## src/rtl/sram_zz_pkg.sv

```systemverilog
package sram_zz_pkg;

    typedef enum logic [1:0] {
        ST_AWAKE    = 2'd0,
        ST_ENTERING = 2'd1,
        ST_ASLEEP   = 2'd2,
        ST_WAKING   = 2'd3
    } pwr_state_t;

    typedef struct packed {
        logic wr_ok;
        logic rd_ok;
        logic wr_bad;
    } cmd_gate_t;

    // Decide which parts of a command may act in a given power state.
    function automatic cmd_gate_t gate_cmd(pwr_state_t st, logic sel, logic wr);
        cmd_gate_t g;
        g.wr_ok  = sel && wr  && (st == ST_AWAKE || st == ST_ENTERING);
        g.rd_ok  = sel && !wr && (st == ST_AWAKE || st == ST_WAKING);
        g.wr_bad = sel && wr  && (st == ST_ASLEEP || st == ST_WAKING);
        return g;
    endfunction

endpackage

```

## src/rtl/sleep_sync.sv

```systemverilog
module sleep_sync #(
    parameter int STAGES = 2
) (
    input  logic clk,
    input  logic rst,
    input  logic async_in,
    output logic sync_out
);
    logic [STAGES-1:0] chain;

    generate
        if (STAGES == 1) begin : g_one
            always_ff @(posedge clk) begin
                if (rst) chain <= '0;
                else     chain <= async_in;
            end
        end else begin : g_many
            always_ff @(posedge clk) begin
                if (rst) chain <= '0;
                else     chain <= {chain[STAGES-2:0], async_in};
            end
        end
    endgenerate

    assign sync_out = chain[STAGES-1];
endmodule

```

## src/rtl/sleep_fsm.sv

```systemverilog
module sleep_fsm
    import sram_zz_pkg::*;
#(
    parameter int ENTRY_CYC = 2,
    parameter int WAKE_CYC  = 2
) (
    input  logic       clk,
    input  logic       rst,
    input  logic       req_s,
    output pwr_state_t state
);
    localparam int MAX_CYC = (ENTRY_CYC > WAKE_CYC) ? ENTRY_CYC : WAKE_CYC;
    localparam int CNT_W   = $clog2(MAX_CYC) + 1;

    logic [CNT_W-1:0] cnt;

    always_ff @(posedge clk) begin
        if (rst) begin
            state <= ST_AWAKE;
            cnt   <= '0;
        end else begin
            unique case (state)
                ST_AWAKE: begin
                    if (req_s) begin
                        state <= ST_ENTERING;
                        cnt   <= '0;
                    end
                end
                ST_ENTERING: begin
                    if (cnt == CNT_W'(ENTRY_CYC - 1)) begin
                        state <= ST_ASLEEP;
                        cnt   <= '0;
                    end else begin
                        cnt <= cnt + 1'b1;
                    end
                end
                ST_ASLEEP: begin
                    if (!req_s) begin
                        state <= ST_WAKING;
                        cnt   <= '0;
                    end
                end
                ST_WAKING: begin
                    if (cnt == CNT_W'(WAKE_CYC - 1)) begin
                        state <= ST_AWAKE;
                        cnt   <= '0;
                    end else begin
                        cnt <= cnt + 1'b1;
                    end
                end
                default: begin
                    state <= ST_AWAKE;
                    cnt   <= '0;
                end
            endcase
        end
    end
endmodule

```

## src/rtl/sram_array.sv

```systemverilog
module sram_array #(
    parameter int ADDR_W = 6,
    parameter int DATA_W = 16
) (
    input  logic              clk,
    input  logic              rst,
    input  logic              wr_en,
    input  logic              rd_en,
    input  logic [ADDR_W-1:0] addr,
    input  logic [DATA_W-1:0] wdata,
    output logic [DATA_W-1:0] q
);
    localparam int DEPTH = 1 << ADDR_W;

    logic [DATA_W-1:0] mem [DEPTH];

    always_ff @(posedge clk) begin
        if (wr_en) mem[addr] <= wdata;
    end

    always_ff @(posedge clk) begin
        if (rst)        q <= '0;
        else if (rd_en) q <= mem[addr];
    end
endmodule

```

## src/rtl/sram_sleep_ctrl.sv

```systemverilog
module sram_sleep_ctrl
    import sram_zz_pkg::*;
#(
    parameter int ADDR_W      = 6,
    parameter int DATA_W      = 16,
    parameter int SYNC_STAGES = 2,
    parameter int ENTRY_CYC   = 2,
    parameter int WAKE_CYC    = 2
) (
    input  logic              clk,
    input  logic              rst,
    input  logic              sleep_req,
    input  logic              cs,
    input  logic              we,
    input  logic [ADDR_W-1:0] addr,
    input  logic [DATA_W-1:0] wdata,
    output logic [DATA_W-1:0] rd_data,
    output logic              rd_oe,
    output logic              ready,
    output logic              sleeping,
    output logic              illegal_cmd,
    output logic              inflight_hazard
);
    logic              req_s;
    pwr_state_t        state;
    cmd_gate_t         gate;
    logic [DATA_W-1:0] arr_q;
    logic              rd_q;

    sleep_sync #(.STAGES(SYNC_STAGES)) u_sync (
        .clk      (clk),
        .rst      (rst),
        .async_in (sleep_req),
        .sync_out (req_s)
    );

    sleep_fsm #(.ENTRY_CYC(ENTRY_CYC), .WAKE_CYC(WAKE_CYC)) u_fsm (
        .clk   (clk),
        .rst   (rst),
        .req_s (req_s),
        .state (state)
    );

    assign gate = gate_cmd(state, cs, we);

    sram_array #(.ADDR_W(ADDR_W), .DATA_W(DATA_W)) u_array (
        .clk   (clk),
        .rst   (rst),
        .wr_en (gate.wr_ok),
        .rd_en (gate.rd_ok),
        .addr  (addr),
        .wdata (wdata),
        .q     (arr_q)
    );

    always_ff @(posedge clk) begin
        if (rst) begin
            rd_q            <= 1'b0;
            illegal_cmd     <= 1'b0;
            inflight_hazard <= 1'b0;
        end else begin
            rd_q            <= gate.rd_ok;
            illegal_cmd     <= gate.wr_bad;
            inflight_hazard <= (state == ST_AWAKE) && req_s && (cs || rd_q);
        end
    end

    assign rd_oe    = rd_q && (state == ST_AWAKE);
    assign rd_data  = rd_oe ? arr_q : '0;
    assign ready    = (state == ST_AWAKE);
    assign sleeping = (state == ST_ASLEEP);


    oe_after_read_chk: assert property (@(posedge clk) disable iff (rst)
        rd_oe |-> $past(cs && !we));


    asleep_entry_chk: assert property (@(posedge clk) disable iff (rst)
        $rose(sleeping) |-> $past(state) == ST_ENTERING);


    asleep_quiet_chk: assert property (@(posedge clk) disable iff (rst)
        ($past(state) == ST_ASLEEP) |-> ($stable(arr_q) && !rd_oe));


    wake_exit_chk: assert property (@(posedge clk) disable iff (rst)
        $rose(ready) |-> $past(state) == ST_WAKING);


    illegal_src_chk: assert property (@(posedge clk) disable iff (rst)
        illegal_cmd |-> $past(cs && we && (state == ST_ASLEEP || state == ST_WAKING)));


    inflight_state_chk: assert property (@(posedge clk) disable iff (rst)
        inflight_hazard |-> state == ST_ENTERING);
endmodule

```

## config.mk

```make
export PLATFORM = sky130hd
export DESIGN_NAME = sram_sleep_ctrl
export DESIGN_NICKNAME = d
export VERILOG_FILES = /design/src/rtl/sram_zz_pkg.sv /design/src/rtl/sleep_sync.sv /design/src/rtl/sleep_fsm.sv /design/src/rtl/sram_array.sv /design/src/rtl/sram_sleep_ctrl.sv
export SDC_FILE = /design/constraint.sdc
export NUM_CORES = 1
export LEC_CHECK = 0
export ABC_AREA = 1
export BUFFER_PORTS_ARGS = -buffer_cell sky130_fd_sc_hd__buf_2
export CAP_MARGIN = 0
export CORE_MARGIN = 4
export CORE_UTILIZATION = 40
export DETAILED_ROUTE_END_ITERATION = 7
export PLACE_DENSITY = 0.57
export SLEW_MARGIN = 10
export SYNTH_ARGS = -nofsm -noshare
export SYNTH_HDL_FRONTEND = slang
export SYNTH_SLANG_ARGS = --single-unit
```

## constraint.sdc

```tcl
create_clock -name clk -period 3.5 [get_ports clk]
set_clock_uncertainty 0.1 [all_clocks]
set_input_delay 0.175 -clock clk [delete_from_list [all_inputs] [get_ports clk]]
set_output_delay 0.175 -clock clk [all_outputs]
set_load 0.01 [all_outputs]
```

==> flow_metrics.env <==
export IMPL_initial_core_util=0.4032
export IMPL_insertion_delay_ps=700
export IMPL_fp_dieW_um=342.2
export IMPL_syn_to_final_growth_pct=13.87
export IMPL_avgSynthCellArea_um2=10.58
export IMPL_worst_endpoint_arrival_ps=3510
export IMPL_ys_seq_elements=1049
export IMPL_drv_cap=0
export IMPL_leakage_uw=0.02152
export IMPL_grt_total_usage=0.2025
export IMPL_cp_required_ps=3780
export IMPL_grt_pass1_wl_um=176600
export IMPL_die_area_um2=117100
export IMPL_finalMaxSlewViolations=0
export IMPL_post_route_period_util=0.9221
export IMPL_post_cts_buffers=0
export IMPL_worstSetupEndpointType="flop"
export IMPL_multiInputGateArea_um2=9345
export IMPL_power_uw=26860
export IMPL_crit_slowest_cell="nor2_1"
export IMPL_cts_root_buf="clkbuf_16"
export IMPL_cts_tree="built"
export IMPL_cts_path_max_buffers=3
export IMPL_final_seq_area_um2=31250
export IMPL_dp_hpwl_um=71770
export IMPL_cts_clk_slew_worst_paths_ps=60
export IMPL_design_area_um2=50890
export IMPL_hold_path_class="in -> reg"
export IMPL_grt_max_degree=104
export IMPL_r2r_end="u_array.mem[48][12]$_DFFE_PP_"
export IMPL_max_freq_mhz=309.9
export IMPL_coreArea_um2=110800
export IMPL_die_h_um=342.2
export IMPL_h_tree_depth=3
export IMPL_cp_cell_sequence="inv_1 > ha_1 > nor2_1 > nor3_1 > buf_4 > nand3_1 > nor2_1 > buf_12"
export IMPL_synth_nets=4255
export IMPL_worstSetupPathType="reg -> reg"
export IMPL_syn_area_um2=44690
export IMPL_hold_end="u_array.mem[57][3]$_DFFE_PP_"
export IMPL_crit_top_cell="nor2_1"
export IMPL_io_buffer_count=47
export IMPL_whs_path_depth=1
export IMPL_drt_iter0_markers=2951
export IMPL_drc=0
export IMPL_grt_pass1_vias=26770
export IMPL_outcome="complete, no violations"
export IMPL_yosysWarnings=0
export IMPL_utilization=0.4592
export IMPL_fillers=10170
export IMPL_critPathMaxFanout=13
export IMPL_synthTopCellsByArea="edfxtp_1 (69%), nand2_1 (9.5%), inv_1 (7.1%), nand3_1 (4.4%), nor2_1 (2.5%)"
export IMPL_tightestPinTransition_ps=1280
export IMPL_rr_worst_depth=8
export IMPL_preCtsSetupSlack_ps=391.4
export IMPL_max_slew_margin=0.1464
export IMPL_nets=4397
export IMPL_rrSetupSlack_ps=270
export IMPL_place_area_um2=47380
export IMPL_hold_viol=0
export IMPL_viasPerCell=4.821
export IMPL_cts_resized=0
export IMPL_critPathMaxStageDelay_ps=580
export IMPL_synth_top_area_frac=0.6881
export IMPL_yosys_area_top_type="edfxtp_1"
export IMPL_synth_cells=4224
export IMPL_worstHoldStart="wdata[3]"
export IMPL_row_count=122
export IMPL_synth_cell_types=29
export IMPL_dr_pass1_iters=6
export IMPL_wl_per_cell_um=20.09
export IMPL_gr_total_overflow=0
export IMPL_setup_violations=0
export IMPL_layout_drive_gt1_share=0.09224
export IMPL_worst_setup_path_start_kind="flop"
export IMPL_ios=48
export IMPL_max_vdd_ir_drop_mv=0.3661
export IMPL_post_route_worst_setup_slack_ps=272.8
export IMPL_ant_nets=0
export IMPL_ys_seq_area_frac=0.6993
export IMPL_min_period_ps=3227
export IMPL_power_density_nw_per_um2=527.8
export IMPL_antenna_found_initial=4
export IMPL_tns_ps=0
export IMPL_cts_num_sinks=1049
export IMPL_cts_buffers=107
export IMPL_num_vias=28670
export IMPL_r2r_start="u_fsm.state[1]$_SDFFE_PP0P_"
export IMPL_wirelength_um=119500
export IMPL_rsz0062_at_grt="false"
export IMPL_place_congestion=0.8434
layer usage:
metal | wire length, µm | part of all wire | global-route usage | up-vias
li1 | - | - | - | 13860
met1 | 53870 | 0.45 | 0.2944 | 13730
met2 | 54420 | 0.46 | 0.3207 | 928
met3 | 8261 | 0.069 | 0.02645 | 152
met4 | 2882 | 0.024 | 0.05685 | 2
met5 | 20 | 0.00017 | 0 | -
metrics by stage:
stage	hold WS [ps]	std cells
final	25.33	5947
after global routing	48.56	5944
after CTS	24.12	5944
after detailed placement	299.5	5737
after global placement	285.1	5737
after floorplan	152.4	4224
layout by cell type, fill, tap and decap left out, drive strengths merged, types with 8 or more instances in the layout:
| cell | netlist | routed |
|---|---|---|
| clkbuf | 34 | 128 |
| o211ai | 97 | 97 |
| nor2 | 301 | 301 |
| a21oi | 18 | 18 |
| buf | 150 | 209 |
| bufinv | 0 | 9 |
| dfxtp | 25 | 25 |
| or2 | 52 | 52 |
| nor3 | 8 | 8 |
| edfxtp | 1024 | 1024 |
| o21ai | 137 | 137 |
| nand2 | 1131 | 1131 |
| nand3 | 391 | 391 |
| dlygate4sd3 | 0 | 8 |
| clkinv | 0 | 56 |
| inv | 850 | 852 |
flip-flops by register name (all words and copies together), names as in the netlist:
signal,flops
u_array.mem,1024
u_array.q,16
u_fsm.cnt,2
u_fsm.state,2
u_sync.chain,2
illegal_cmd,1
inflight_hazard,1
rd_q,1
worst max-delay path by stage:
stage	to	from	cells after the start	slack, ps
5_1_grt	u_array.mem[48][12]$_DFFE_PP_	u_fsm.state[1]$_SDFFE_PP0P_	8	110
6_report	u_array.mem[48][12]$_DFFE_PP_	u_fsm.state[1]$_SDFFE_PP0P_	8	270
3_3_place_gp	u_array.mem[48][5]$_DFFE_PP_	u_fsm.state[0]$_SDFFE_PP0P_	8	420
4_1_cts	u_array.mem[48][13]$_DFFE_PP_	u_fsm.state[1]$_SDFFE_PP0P_	8	360
3_5_place_dp	u_array.mem[48][14]$_DFFE_PP_	u_fsm.state[1]$_SDFFE_PP0P_	8	390
2_1_floorplan	u_array.mem[0][0]$_DFFE_PP_	u_fsm.state[0]$_SDFFE_PP0P_	6	740
synth_stat cells (all sizes together):
cell / count
a211oi: 1
a21oi: 18
buf: 150
clkbuf: 34
dfxtp: 25
edfxtp: 1024
ha: 4
inv: 850
nand2: 1131
nand3: 391
nor2: 301
nor3: 8
nor4: 1
o211ai: 97
o21ai: 137
or2: 52
critical path: cells and delay by family (launching register included):
| family | cells | cell delay, ps |
|---|---|---|
| adders and majority gates | 1 | 230 |
| buffers and inverters | 3 | 570 |
| DFF | 1 | 330 |
| and+or+nand+nor | 4 | 1670 |
where the power goes:
group          switching [µW]  leakage, µW  internal [µW]
Combinational            1320       0.0104            440
Sequential               30.1      0.00941          13900
Clock                    4800      0.00168           6390
Total                    6150       0.0215          20700
kinds of logic after synthesis:
family | share of synthesized area
simple gates | 0.1736
flops | 0.6993
buf+inv | 0.09214
compound gates | 0.03382
fa+ha+maj | 0.001120
timing repair:
item,in CTS,in global routing
hold endpoints to repair,42,0
setup endpoints to repair,0,0
hold buffers,8,0
cell type report:
cell class	instances	area share
multi-input cells	2141	0.1837
clock buffers	128	0.05542
well taps	1488	0.03659
inverters	850	0.06287
repair buffers	217	0.03546
clock inverters	71	0.01173
diodes	3	0.0001475
flip-flops and latches	1049	0.6141
No activity file was read; power rests on OpenSTA's default activity.
